$ cat src/rtl/pvsel_pkg.sv
package pvsel_pkg;

  typedef enum logic [1:0] {
    ST_ERASED  = 2'b00,
    ST_PARTIAL = 2'b01,
    ST_FULL    = 2'b10,
    ST_UNDEF   = 2'b11
  } wl_state_e;

  typedef enum logic [1:0] {
    BC_SENSE      = 2'b00,
    BC_PASS_LOW   = 2'b01,
    BC_PASS_MID   = 2'b10,
    BC_PASS_HIGH  = 2'b11
  } bias_code_e;

  localparam logic [1:0] BC_IDLE = 2'b00;

  // Pass level for an unselected row: the lower its threshold, the lower
  // the bias, so the gap that drives disturb stays small. Unknown states
  // take the normal level, which is sure to make the cells conduct.
  function automatic logic [1:0] pass_for_state(input logic [1:0] st);
    logic [1:0] code;
    case (wl_state_e'(st))
      ST_ERASED:  code = BC_PASS_LOW;
      ST_PARTIAL: code = BC_PASS_MID;
      default:    code = BC_PASS_HIGH;
    endcase
    return code;
  endfunction

  // Code for one lane given whether it is the sensed row.
  function automatic logic [1:0] lane_code(input logic is_sel, input logic [1:0] st);
    return is_sel ? BC_SENSE : pass_for_state(st);
  endfunction

endpackage

$ cat src/rtl/pvsel_decode.sv
module pvsel_decode #(
  parameter int NUM_WL = 12,
  parameter int IDX_W  = $clog2(NUM_WL)
) (
  input  logic              en_i,
  input  logic [IDX_W-1:0]  sel_i,
  output logic              ok_o,
  output logic [NUM_WL-1:0] hot_o
);
  localparam logic [IDX_W:0] LIMIT = (IDX_W+1)'(NUM_WL);

  assign ok_o = en_i && ({1'b0, sel_i} < LIMIT);

  for (genvar g = 0; g < NUM_WL; g++) begin : g_hot
    assign hot_o[g] = ok_o && (sel_i == IDX_W'(g));
  end
endmodule

$ cat src/rtl/pvsel_lane.sv
module pvsel_lane (
  input  logic       is_sel_i,
  input  logic [1:0] state_i,
  output logic [1:0] code_o
);
  import pvsel_pkg::*;
  always_comb code_o = lane_code(is_sel_i, state_i);
endmodule

$ cat src/rtl/pvsel_top.sv
module pvsel_top #(
  parameter int NUM_WL = 12,
  parameter int IDX_W  = $clog2(NUM_WL)
) (
  input  logic                  clk_i,
  input  logic                  rst_n_i,
  input  logic                  rd_en_i,
  input  logic [IDX_W-1:0]      sel_wl_i,
  input  logic [2*NUM_WL-1:0]   wl_state_i,
  output logic [2*NUM_WL-1:0]   bias_o,
  output logic                  rd_active_o
);
  import pvsel_pkg::*;

  localparam int VEC_W = 2 * NUM_WL;

  // Named internal events for the checker.
  logic              req_ok;
  logic [NUM_WL-1:0] sel_hot;
  logic [VEC_W-1:0]  lane_codes;
  logic [VEC_W-1:0]  bias_next;

  pvsel_decode #(.NUM_WL(NUM_WL), .IDX_W(IDX_W)) u_decode (
    .en_i  (rd_en_i),
    .sel_i (sel_wl_i),
    .ok_o  (req_ok),
    .hot_o (sel_hot)
  );

  for (genvar g = 0; g < NUM_WL; g++) begin : g_lane
    pvsel_lane u_lane (
      .is_sel_i (sel_hot[g]),
      .state_i  (wl_state_i[2*g +: 2]),
      .code_o   (lane_codes[2*g +: 2])
    );
  end

  // Idle or dropped request: every lane back to the idle code and the
  // state vector is not looked at.
  assign bias_next = req_ok ? lane_codes : {NUM_WL{BC_IDLE}};

  always_ff @(posedge clk_i or negedge rst_n_i) begin
    if (!rst_n_i) begin
      bias_o      <= {NUM_WL{BC_IDLE}};
      rd_active_o <= 1'b0;
    end else begin
      bias_o      <= bias_next;
      rd_active_o <= req_ok;
    end
  end
endmodule

$ cat config.mk
export PLATFORM = sky130hd
export DESIGN_NAME = pvsel_top
export DESIGN_NICKNAME = d
export VERILOG_FILES = /design/src/rtl/pvsel_pkg.sv /design/src/rtl/pvsel_decode.sv /design/src/rtl/pvsel_lane.sv /design/src/rtl/pvsel_top.sv
export SDC_FILE = /design/constraint.sdc
export NUM_CORES = 1
export LEC_CHECK = 0
export BUFFER_PORTS_ARGS = -buffer_cell sky130_fd_sc_hd__buf_2
export CAP_MARGIN = 25
export CORE_ASPECT_RATIO = 0.75
export CORE_UTILIZATION = 35
export DETAILED_ROUTE_END_ITERATION = 12
export PLACE_DENSITY = 0.75
export SETUP_SLACK_MARGIN = 0.2
export SLEW_MARGIN = 20
export SYNTH_ARGS = -nofsm -noshare
export SYNTH_HDL_FRONTEND = slang
export SYNTH_SLANG_ARGS = --single-unit
$ cat constraint.sdc
create_clock -name clk_i -period 0.8 [get_ports clk_i]
set_clock_uncertainty 0.05 [all_clocks]
set_input_delay 0.08 -clock clk_i [delete_from_list [all_inputs] [get_ports clk_i]]
set_output_delay 0.08 -clock clk_i [all_outputs]
set_load 0.005 [all_outputs]
==> metrics.yaml, run 1 <==
run_status:
  status: "complete, but fails checks"
  violations: "negative hold slack, negative setup slack"
clock_network:
  cts_hold_buf: 1
  cts_buffers: 3
  cts_max_level: 1
  cts_tree: "done"
  cts_setup_buffers: 0
  numClockSinks: 25
  clockRootBuffer: "clkbuf_8"
  clk_pin_slew_ns: 0.08
  clock_path_buffers: 2
grt:
  grt_pass1_wl_um: 3360
  grt_max_degree: 26
  overflow: 0
  antenna_found_initial: 0
  grt_pass1_vias: 789
  grt_usage: 0.142
pwr:
  p_leak_nw: 0.812
  peakVddDrop_mv: 1.16
  p_per_area_mw_per_mm2: 1720
logic_synthesis:
  yosysWarnings: 0
  synthSimpleGateAreaFrac: 0.138
  synth_area_mm2: 0.00102
  synth-compound-area-share: 0.184
  synth_top_area_share: 0.612
  postSynthAreaPerCell_um2: 10.8
  synth_xor_area_frac: 0
  synth_top_family_by_area: "compound AO/OA/AOI/OAI gates"
  synth_top_area_cell: "dfrtp_1"
  synth_cell_types: 12
  syn_nets: 126
  synth_fa_ha_area_frac: 0
  synth_seq_area_share: 0.612
  synthMuxAreaShare: 0
  synth_cells: 95
  synth-seq-cells: 25
  synth_top_cells_by_area: "dfrtp_1 61%, nor2_1 8.8%, a21oi_2 7.7%"
route:
  via_per_inst: 4.23
  drc_errors: 0
  wl_per_cell_um: 10.5
  vias: 812
  antenna_left: 0
  drt-initial-drc-count: 8
  wl_um: 2020
  firstDrtPassIters: 4
layout:
  drive_gt1_frac: 0.519
  final_util: 0.563
  design_area_mm2: 0.00151
  n_antenna_cell: 0
  nNetsFinal: 188
  instances_no_fill: 192
  syn_to_final_growth_pct: 47.6
  fill_cells: 239
floorplan:
  initial_core_util: 0.381
  dieArea_mm2: 0.00314
  ioPinCount: 56
  die_h_um: 48.8
  design.core.area_mm2: 0.00268
  rows: 16
  die_x_um: 64.4
flow_run:
  maxCapViolations: 0
sta:
  post-route-period-util: 1.12
  finalCriticalPeriod_ns: 0.894
  fmax_mhz: 1120
  tightest_slew_ns: 0.292
  finalSetupTns_ns: -1.86
  drv_slew: 0
  setup_viol: 25
  fin_hold_ws_ns: -0.0654
  hold_viol: 19
  slew-limit-headroom: 0.805
  fin_ws_ns: -0.0939
  rsz0062_at_grt: "true"
place:
  place.gp.congestion: 0.675
  dpl_cell_area_mm2: 0.00140
  place_inst: 187
  io_buffer_count: 55
  place_hpwl_um: 1590
critical_path:
  crit_path_end_kind: "primary output"
  crit_family: "flip-flops"
  cp.buffers_inverters: 1
  slowest_stage: "dfrtp_1"
  crit_chain: "buf_2"
  crit_path_max_incr_delay_ns: 0.37
  path_class: "register to primary output"
  crit_required_ns: 0.67
  crit_fanout: 1
  arrival_ns: 0.76
  cp-start-kind: "register"
hold_path:
  hp-class: "primary input to register"
==> synth_stat cells <==
master	number
dfrtp_1	25
nor2_1	24
inv_1	12
a21oi_1	11
a21oi_2	9
o21ai_2	4
buf_6	2
nand2b_1	2
nor2b_2	2
or2_4	2
a21boi_4	1
nand2_1	1
==> kinds of logic (layout without fill, tap and decap cells) <==
| family | count (synthesis) | count (layout) |
|---|---|---|
| AO/OA/AOI/OAI | 25 | 25 |
| buffers and inverters | 14 | 75 |
| flip-flops | 25 | 25 |
| AND/OR/NAND/NOR | 31 | 31 |
==> cells in the final DEF (no fill, tap or decap) <==
cell and count:
buf_2 53, a21boi_4 1, buf_6 2, clkbuf_8 3
a21oi_4 5, inv_1 12, buf_12 3, dfrtp_1 25
nand2b_1 1, clkbuf_1 1, a21oi_2 5, nor2b_4 2
nand2_1 1, dlygate4sd3_1 1, a21oi_1 10, or2_4 2
o21ai_4 1, nand2b_2 1, nor2_1 24, o21ai_2 3
==> cell type report <==
class / instances / area (um^2) / share of cell area
clock buffer: 4 / 45.0 / 0.0299
inverter: 12 / 45.0 / 0.0299
tap: 36 / 45.0 / 0.0299
sequential: 25 / 626 / 0.415
timing repair buffer: 59 / 358 / 0.237
multi-input combinational: 56 / 390 / 0.259
==> power breakdown <==
part           switching (mW)  leakage, nW  internal [mW]  total, mW
combinational           0.249        0.471          0.250      0.499
clock                   0.361       0.0228          0.355      0.716
sequential             0.0207        0.318           1.36       1.38
total                   0.631        0.812           1.96       2.59
==> flip-flops by register name, indices dropped and copies added (netlist names) <==
name,cells
rd_active_o,1
bias_o,24
==> worst paths after layout <==
check | startpoint | slack, ns | to | cells past startpoint
min in group asynchronous | rst_n_i | 0.23 | bias_o[14]$_DFF_PN0_ | 3
worst min-delay path | wl_state_i[22] | -0.07 | bias_o[22]$_DFF_PN0_ | 2
worst max-delay path | bias_o[15]$_DFF_PN0_ | -0.09 | bias_o[15] | 1
max in group asynchronous | rst_n_i | 0.33 | bias_o[9]$_DFF_PN0_ | 3
==> routing by layer <==
metal | global-route usage | part of all wire | wire, um | vias to the layer above
met5 | 0 | 0 | 0 | -
met4 | 0.0481 | 0.011 | 23 | 0
met3 | 0.0654 | 0.096 | 195 | 4
met2 | 0.242 | 0.47 | 960 | 35
met1 | 0.157 | 0.42 | 844 | 351
li1 | - | - | - | 422
==> per-stage QoR <==
step                power, mW  setup WS, ns  hold WS, ns
finish                   2.59       -0.0939      -0.0654
floorplan                1.60         0.110       -0.266
global route             2.74        -0.128      -0.0810
global placement         1.85       -0.0621      -0.0259
detailed placement       1.87       -0.0872      -0.0175
CTS                      2.62        -0.106      -0.0785
==> timing repair <==
action,in CTS,in global routing
endpoints found under the hold margin,46,14
gates resized for setup,0,13
endpoints found under the setup margin,25,34
pin swaps,0,3
(Power assumes the default switching activity.)
==> run 2: changes to the inputs <==
Settings changed: CELL_PAD_IN_SITES_DETAIL_PLACEMENT set to 1, CELL_PAD_IN_SITES_GLOBAL_PLACEMENT set to 2, CORE_UTILIZATION 35 to 22, PLACE_DENSITY 0.75 to 0.8.
==> run 2 against run 1 <==
Effect of this change:
- combinational power up 13%
- largest power group unchanged
- the run still ends with negative hold slack, negative setup slack left
- first-iteration DRC count up 13%
- clock-buffer cell count unchanged
- final cell count up 11%
- final area up 7.0%
- largest cell class unchanged
==> metrics.yaml, run 2 (synthesis gave the netlist of run 1 again) <==
run_status:
  status: "complete, but fails checks"
  violations: "negative hold slack, negative setup slack"
sta:
  setup_viol: 25  # unchanged
  post-route-period-util: 1.12  # +0.00477
  fin_hold_ws_ns: -0.406  # -0.340 ns
  fin_ws_ns: -0.0977  # -0.00381 ns
  slew-limit-headroom: 0.792  # -0.0131
  drv_slew: 0  # unchanged
  fmax_mhz: 1110  # -0.42%
  finalCriticalPeriod_ns: 0.898  # +0.00381 ns
  tightest_slew_ns: 0.312  # +0.0196 ns
  hold_viol: 39  # +20
  rsz0062_at_grt: "true"
route:
  drc_errors: 0  # unchanged
  wl_um: 2700  # +33%
  via_per_inst: 4.10  # -3.1%
  firstDrtPassIters: 2  # -2
  drt-initial-drc-count: 9  # +1
  vias: 873  # +7.5%
  wl_per_cell_um: 12.7  # +20%
  antenna_left: 0  # unchanged
grt:
  grt_pass1_wl_um: 4240  # +26%
  overflow: 0  # unchanged
  grt_max_degree: 20  # -23%
  antenna_found_initial: 0  # unchanged
  grt_use_met1: 0.131  # -0.0254
  grt_usage: 0.118  # -0.0246
  grtUsageMet2: 0.217  # -0.0254
  use_met3: 0.0474  # -0.0180
  grt_pass1_vias: 974  # +23%
  grt.busiest_layer: "met2"
clock_network:
  clockRootBuffer: "clkbuf_8"
  cts_max_level: 1  # unchanged
  cts_tree: "done"
  numClockSinks: 25  # unchanged
  clock_path_buffers: 2  # unchanged
  clk_pin_slew_ns: 0.08  # about the same
  cts_setup_buffers: 0  # unchanged
  cts_buffers: 3  # unchanged
place:
  dpl_cell_area_mm2: 0.00143  # +2.4%
  place.gp.congestion: 0.673  # -0.39%
  place_hpwl_um: 2170  # +37%
  io_buffer_count: 55  # unchanged
critical_path:
  crit_path_max_incr_delay_ns: 0.38  # about the same
  cp-endpoint: "bias_o[5]"
  crit_required_ns: 0.67  # about the same
  slowest_stage: "dfrtp_1"
  arrival_ns: 0.77  # about the same
  startpoint: "bias_o[5]$_DFF_PN0_"
  crit_fanout: 1  # unchanged
  crit_chain: "buf_2"
  cp.buffers_inverters: 1  # unchanged
  crit_path_end_kind: "primary output"
  cp.depth: 1  # unchanged
  path_class: "register to primary output"
  cp-start-kind: "register"
  crit_family: "flip-flops"
layout:
  final_common_cell: "buf_2"
  design_area_mm2: 0.00162  # +7.0%
  drive_gt1_frac: 0.577  # +0.0577
  final_cell_mix: "50 x buf_2, 25 x dfrtp_1, 22 x nor2_1, 12 x inv_1, 8 x a21oi_2"
  reg.largest.list: "bias_o (24), rd_active_o (1)"
  syn_to_final_growth_pct: 58.0
  largest_reg_flops: 24  # unchanged
  nNetsFinal: 188  # unchanged
  top_register: "bias_o"
  n_antenna_cell: 0  # unchanged
floorplan:
  design.core.area_mm2: 0.00447  # +67%
  die_h_um: 61.0  # +25%
  rows: 21  # +5
  dieArea_mm2: 0.00493  # +57%
  initial_core_util: 0.229  # -0.152
  ioPinCount: 56  # unchanged
  die_x_um: 80.7  # +25%
pwr:
  peakVddDrop_mv: 0.683  # -41%
  p_per_area_mw_per_mm2: 1660  # -3.4%
  p_leak_nw: 0.828  # +2.0%
flow_run:
  maxCapViolations: 0  # unchanged
hold_path:
  hp-class: "primary input to async pin"
## run 2: stage by stage
stage / power [mW] / util / setup slack (ns) / cells / TNS [ns]
finish: 2.68 / 0.362 / -0.0977 / 213 / -2.02
floorplan: 1.60 / - / 0.110 / 95 / 0
global placement: 1.87 / 0.320 / -0.0701 / 209 / -1.27
detailed placement: 1.90 / 0.320 / -0.111 / 209 / -1.84
global route: 2.86 / 0.362 / -0.145 / 213 / -3.07
CTS: 2.69 / 0.338 / -0.114 / 213 / -2.48
## run 2: final cells by class
type | count | area (um^2)
fill | 531 | 2850
sequential | 25 | 626
multi-input combinational | 56 | 447
timing repair buffer | 59 | 382
tap | 57 | 71.3
clock buffer | 4 | 45.0
inverter | 12 | 45.0
## run 2: worst min path at each step
stage / to / depth (start not counted)
final: bias_o[10]$_DFF_PN0_ / 1
after global routing: bias_o[12]$_DFF_PN0_ / 1
after CTS: bias_o[13]$_DFF_PN0_ / 1
after detailed placement: bias_o[12]$_DFF_PN0_ / 1
after global placement: bias_o[13]$_DFF_PN0_ / 1
after floorplan: bias_o[0]$_DFF_PN0_ / 0
## run 2: layer usage
metal	wire length, um	up-vias
li1	-	421
met1	1090	414
met2	1370	36
met3	233	2
met4	10	0
met5	0	-
## run 2: report_power, final
| group | leakage [nW] | switching, mW | internal [mW] | total (mW) |
|---|---|---|---|---|
| Sequential | 0.318 | 0.0238 | 1.36 | 1.38 |
| Combinational | 0.487 | 0.287 | 0.277 | 0.564 |
| Clock | 0.0228 | 0.382 | 0.356 | 0.738 |
## run 2: what timing repair did
action                     in CTS  in global routing
setup endpoints to repair      29                 41
hold endpoints to repair       42                 39
pin swaps                       3                 14
resized for setup               7                 24
cloned                          0                  0
==> run 3: changes to the inputs <==
Settings changed: CORE_MARGIN set to 2, SLEW_MARGIN 20 to unset.
==> run 3 against run 2 <==
Effect of this change:
- the run still ends with negative hold slack, negative setup slack left
- final cell count grew 0.47%
- final area shrank 3.2%
- worst setup slack gained 0.0039 ns
- clock-buffer cell count is the same
- flip-flop and latch count is the same
- global-route usage shrank 1.1 points
- hold slack gained 0.34 ns
- total power shrank 1.3%
- via count grew 0.11%
- fmax grew 0.43%
- largest power group unchanged
==> metrics.yaml, run 3 (synthesis gave the netlist of run 1 again) <==
hold_path:
  hp-start: "wl_state_i[6]"
  hp-class: "primary input to register"
  hold_path_end: "bias_o[6]$_DFF_PN0_"
  hold_depth: 2
layout:
  n_antenna_cell: 0  # unchanged
  final_util: 0.350  # -0.0115
  final_common_cell: "buf_2"
  fill_cells: 526  # -0.94%
  nNetsFinal: 189  # +0.53%
  reg.largest.list: "bias_o (24), rd_active_o (1)"
  top_register: "bias_o"
  syn_to_final_growth_pct: 53.0
  largest_reg_flops: 24  # unchanged
  final_cell_mix: "51 x buf_2, 25 x dfrtp_1, 23 x nor2_1, 12 x inv_1"
  drive_gt1_frac: 0.548  # -0.0292
  instances_no_fill: 214  # +0.47%
clock_network:
  clock_path_buffers: 2  # unchanged
  clk_pin_slew_ns: 0.08  # about the same
  cts_buffers: 3  # unchanged
  cts_hold_buf: 1
  cts_max_level: 1  # unchanged
  clockRootBuffer: "clkbuf_8"
  cts_tree: "done"
  numClockSinks: 25  # unchanged
route:
  firstDrtPassIters: 3  # +1
  wl_per_cell_um: 12.3  # -3.1%
  wl_um: 2630  # -2.6%
  wl_met3_um: 259  # +11%
  antenna_left: 0  # unchanged
  vias: 874  # +0.11%
  met1_length_um: 1060  # -2.7%
  top_layer_used: "met4"
  via_per_inst: 4.08  # -0.35%
  dr_wl_met2_um: 1300  # -5.3%
  drc_errors: 0  # unchanged
  drt-initial-drc-count: 8  # -1
floorplan:
  die_x_um: 82.7  # +2.5%
  initial_core_util: 0.229  # unchanged
  dieArea_mm2: 0.00521  # +5.8%
  design.core.area_mm2: 0.00447  # unchanged
  rows: 21  # unchanged
  ioPinCount: 56  # unchanged
  die_h_um: 63.0  # +3.3%
grt:
  grt_max_degree: 26  # +30%
  grt_usage: 0.106  # -0.0115
  antenna_found_initial: 0  # unchanged
  grt_pass1_wl_um: 4200  # -1.1%
  grt_pass1_vias: 968  # -0.62%
  overflow: 0  # unchanged
critical_path:
  crit_path_end_kind: "primary output"
  crit_path_max_incr_delay_ns: 0.37  # about the same
  cp.buffers_inverters: 1  # unchanged
  crit_chain: "buf_2"
  crit_family: "flip-flops"
  path_class: "register to primary output"
  arrival_ns: 0.76  # about the same
  cp-start-kind: "register"
  slowest_stage: "dfrtp_1"
  crit_required_ns: 0.67  # about the same
  crit_fanout: 1  # unchanged
sta:
  setup_viol: 25  # unchanged
  tightest_slew_ns: 0.264  # -0.0478 ns
  fin_ws_ns: -0.0938  # +0.00385 ns
  drv_slew: 0  # unchanged
  hold_viol: 16  # -59%
  finalSetupTns_ns: -2.02  # +0.00114 ns
  fin_hold_ws_ns: -0.0651  # +0.341 ns
  fmax_mhz: 1120  # +0.43%
  rsz0062_at_grt: "true"
  finalCriticalPeriod_ns: 0.894  # -0.00385 ns
  post-route-period-util: 1.12  # -0.00481
  slew-limit-headroom: 0.824  # +0.0320
run_status:
  status: "complete, but fails checks"
  violations: "negative hold slack, negative setup slack"
flow_run:
  maxCapViolations: 0  # unchanged
place:
  place_hpwl_um: 2140  # -1.3%
  place_inst: 209  # unchanged
  place.gp.congestion: 0.663  # -1.4%
  io_buffer_count: 55  # unchanged
  place_worst_setup_slack_ns: -0.0919  # +0.0193 ns
pwr:
  peakVddDrop_mv: 1.15  # +69%
  p_leak_nw: 0.822  # -0.68%
  p_per_area_mw_per_mm2: 1690  # +2.0%
  total_power_mw: 2.65  # -1.3%
run 3: report_power, final:
part | leakage [nW] | internal, mW | switching (mW)
combinational | 0.482 | 0.262 | 0.266
clock | 0.0228 | 0.356 | 0.385
sequential | 0.318 | 1.36 | 0.0223
run 3: what timing repair did:
item	CTS	global route
buffers inserted	0	0
setup endpoints to repair	29	37
pin swaps	3	9
gates resized for setup	5	14
endpoints found under the hold margin	45	14
run 3: cell type report:
cell class / count / area [um^2] / area share
flip-flops and latches: 25 / 626 / 0.400
multi-input cells: 56 / 395 / 0.253
repair buffers: 60 / 382 / 0.244
well taps: 57 / 71.3 / 0.0456
clock buffers: 4 / 45.0 / 0.0288
inverters: 12 / 45.0 / 0.0288
run 3: metrics by stage:
step | hold slack, ns | area [um^2]
finish | -0.0651 | 1560
detailed placement | -0.00254 | 1430
CTS | -0.0727 | 1510
global route | -0.0746 | 1560
global placement | -0.0216 | 1430
floorplan | -0.266 | 1040
run 3: metal layers:
layer  track usage  up-vias
li1              -      420
met1         0.132      416
met4        0.0164        0
met5             0        -
met2         0.171       36
met3        0.0491        2
run 3: worst max path at each step:
stage | start | end | slack, ns | depth (start not counted)
after floorplan | sel_wl_i[1] | bias_o[1]$_DFF_PN0_ | 0.11 | 3
after global placement | sel_wl_i[0] | bias_o[21]$_DFF_PN0_ | -0.07 | 4
after detailed placement | rd_en_i | bias_o[16]$_DFF_PN0_ | -0.09 | 5
after CTS | bias_o[4]$_DFF_PN0_ | bias_o[4] | -0.11 | 1
after global routing | bias_o[3]$_DFF_PN0_ | bias_o[3] | -0.13 | 1
final | bias_o[4]$_DFF_PN0_ | bias_o[4] | -0.09 | 1
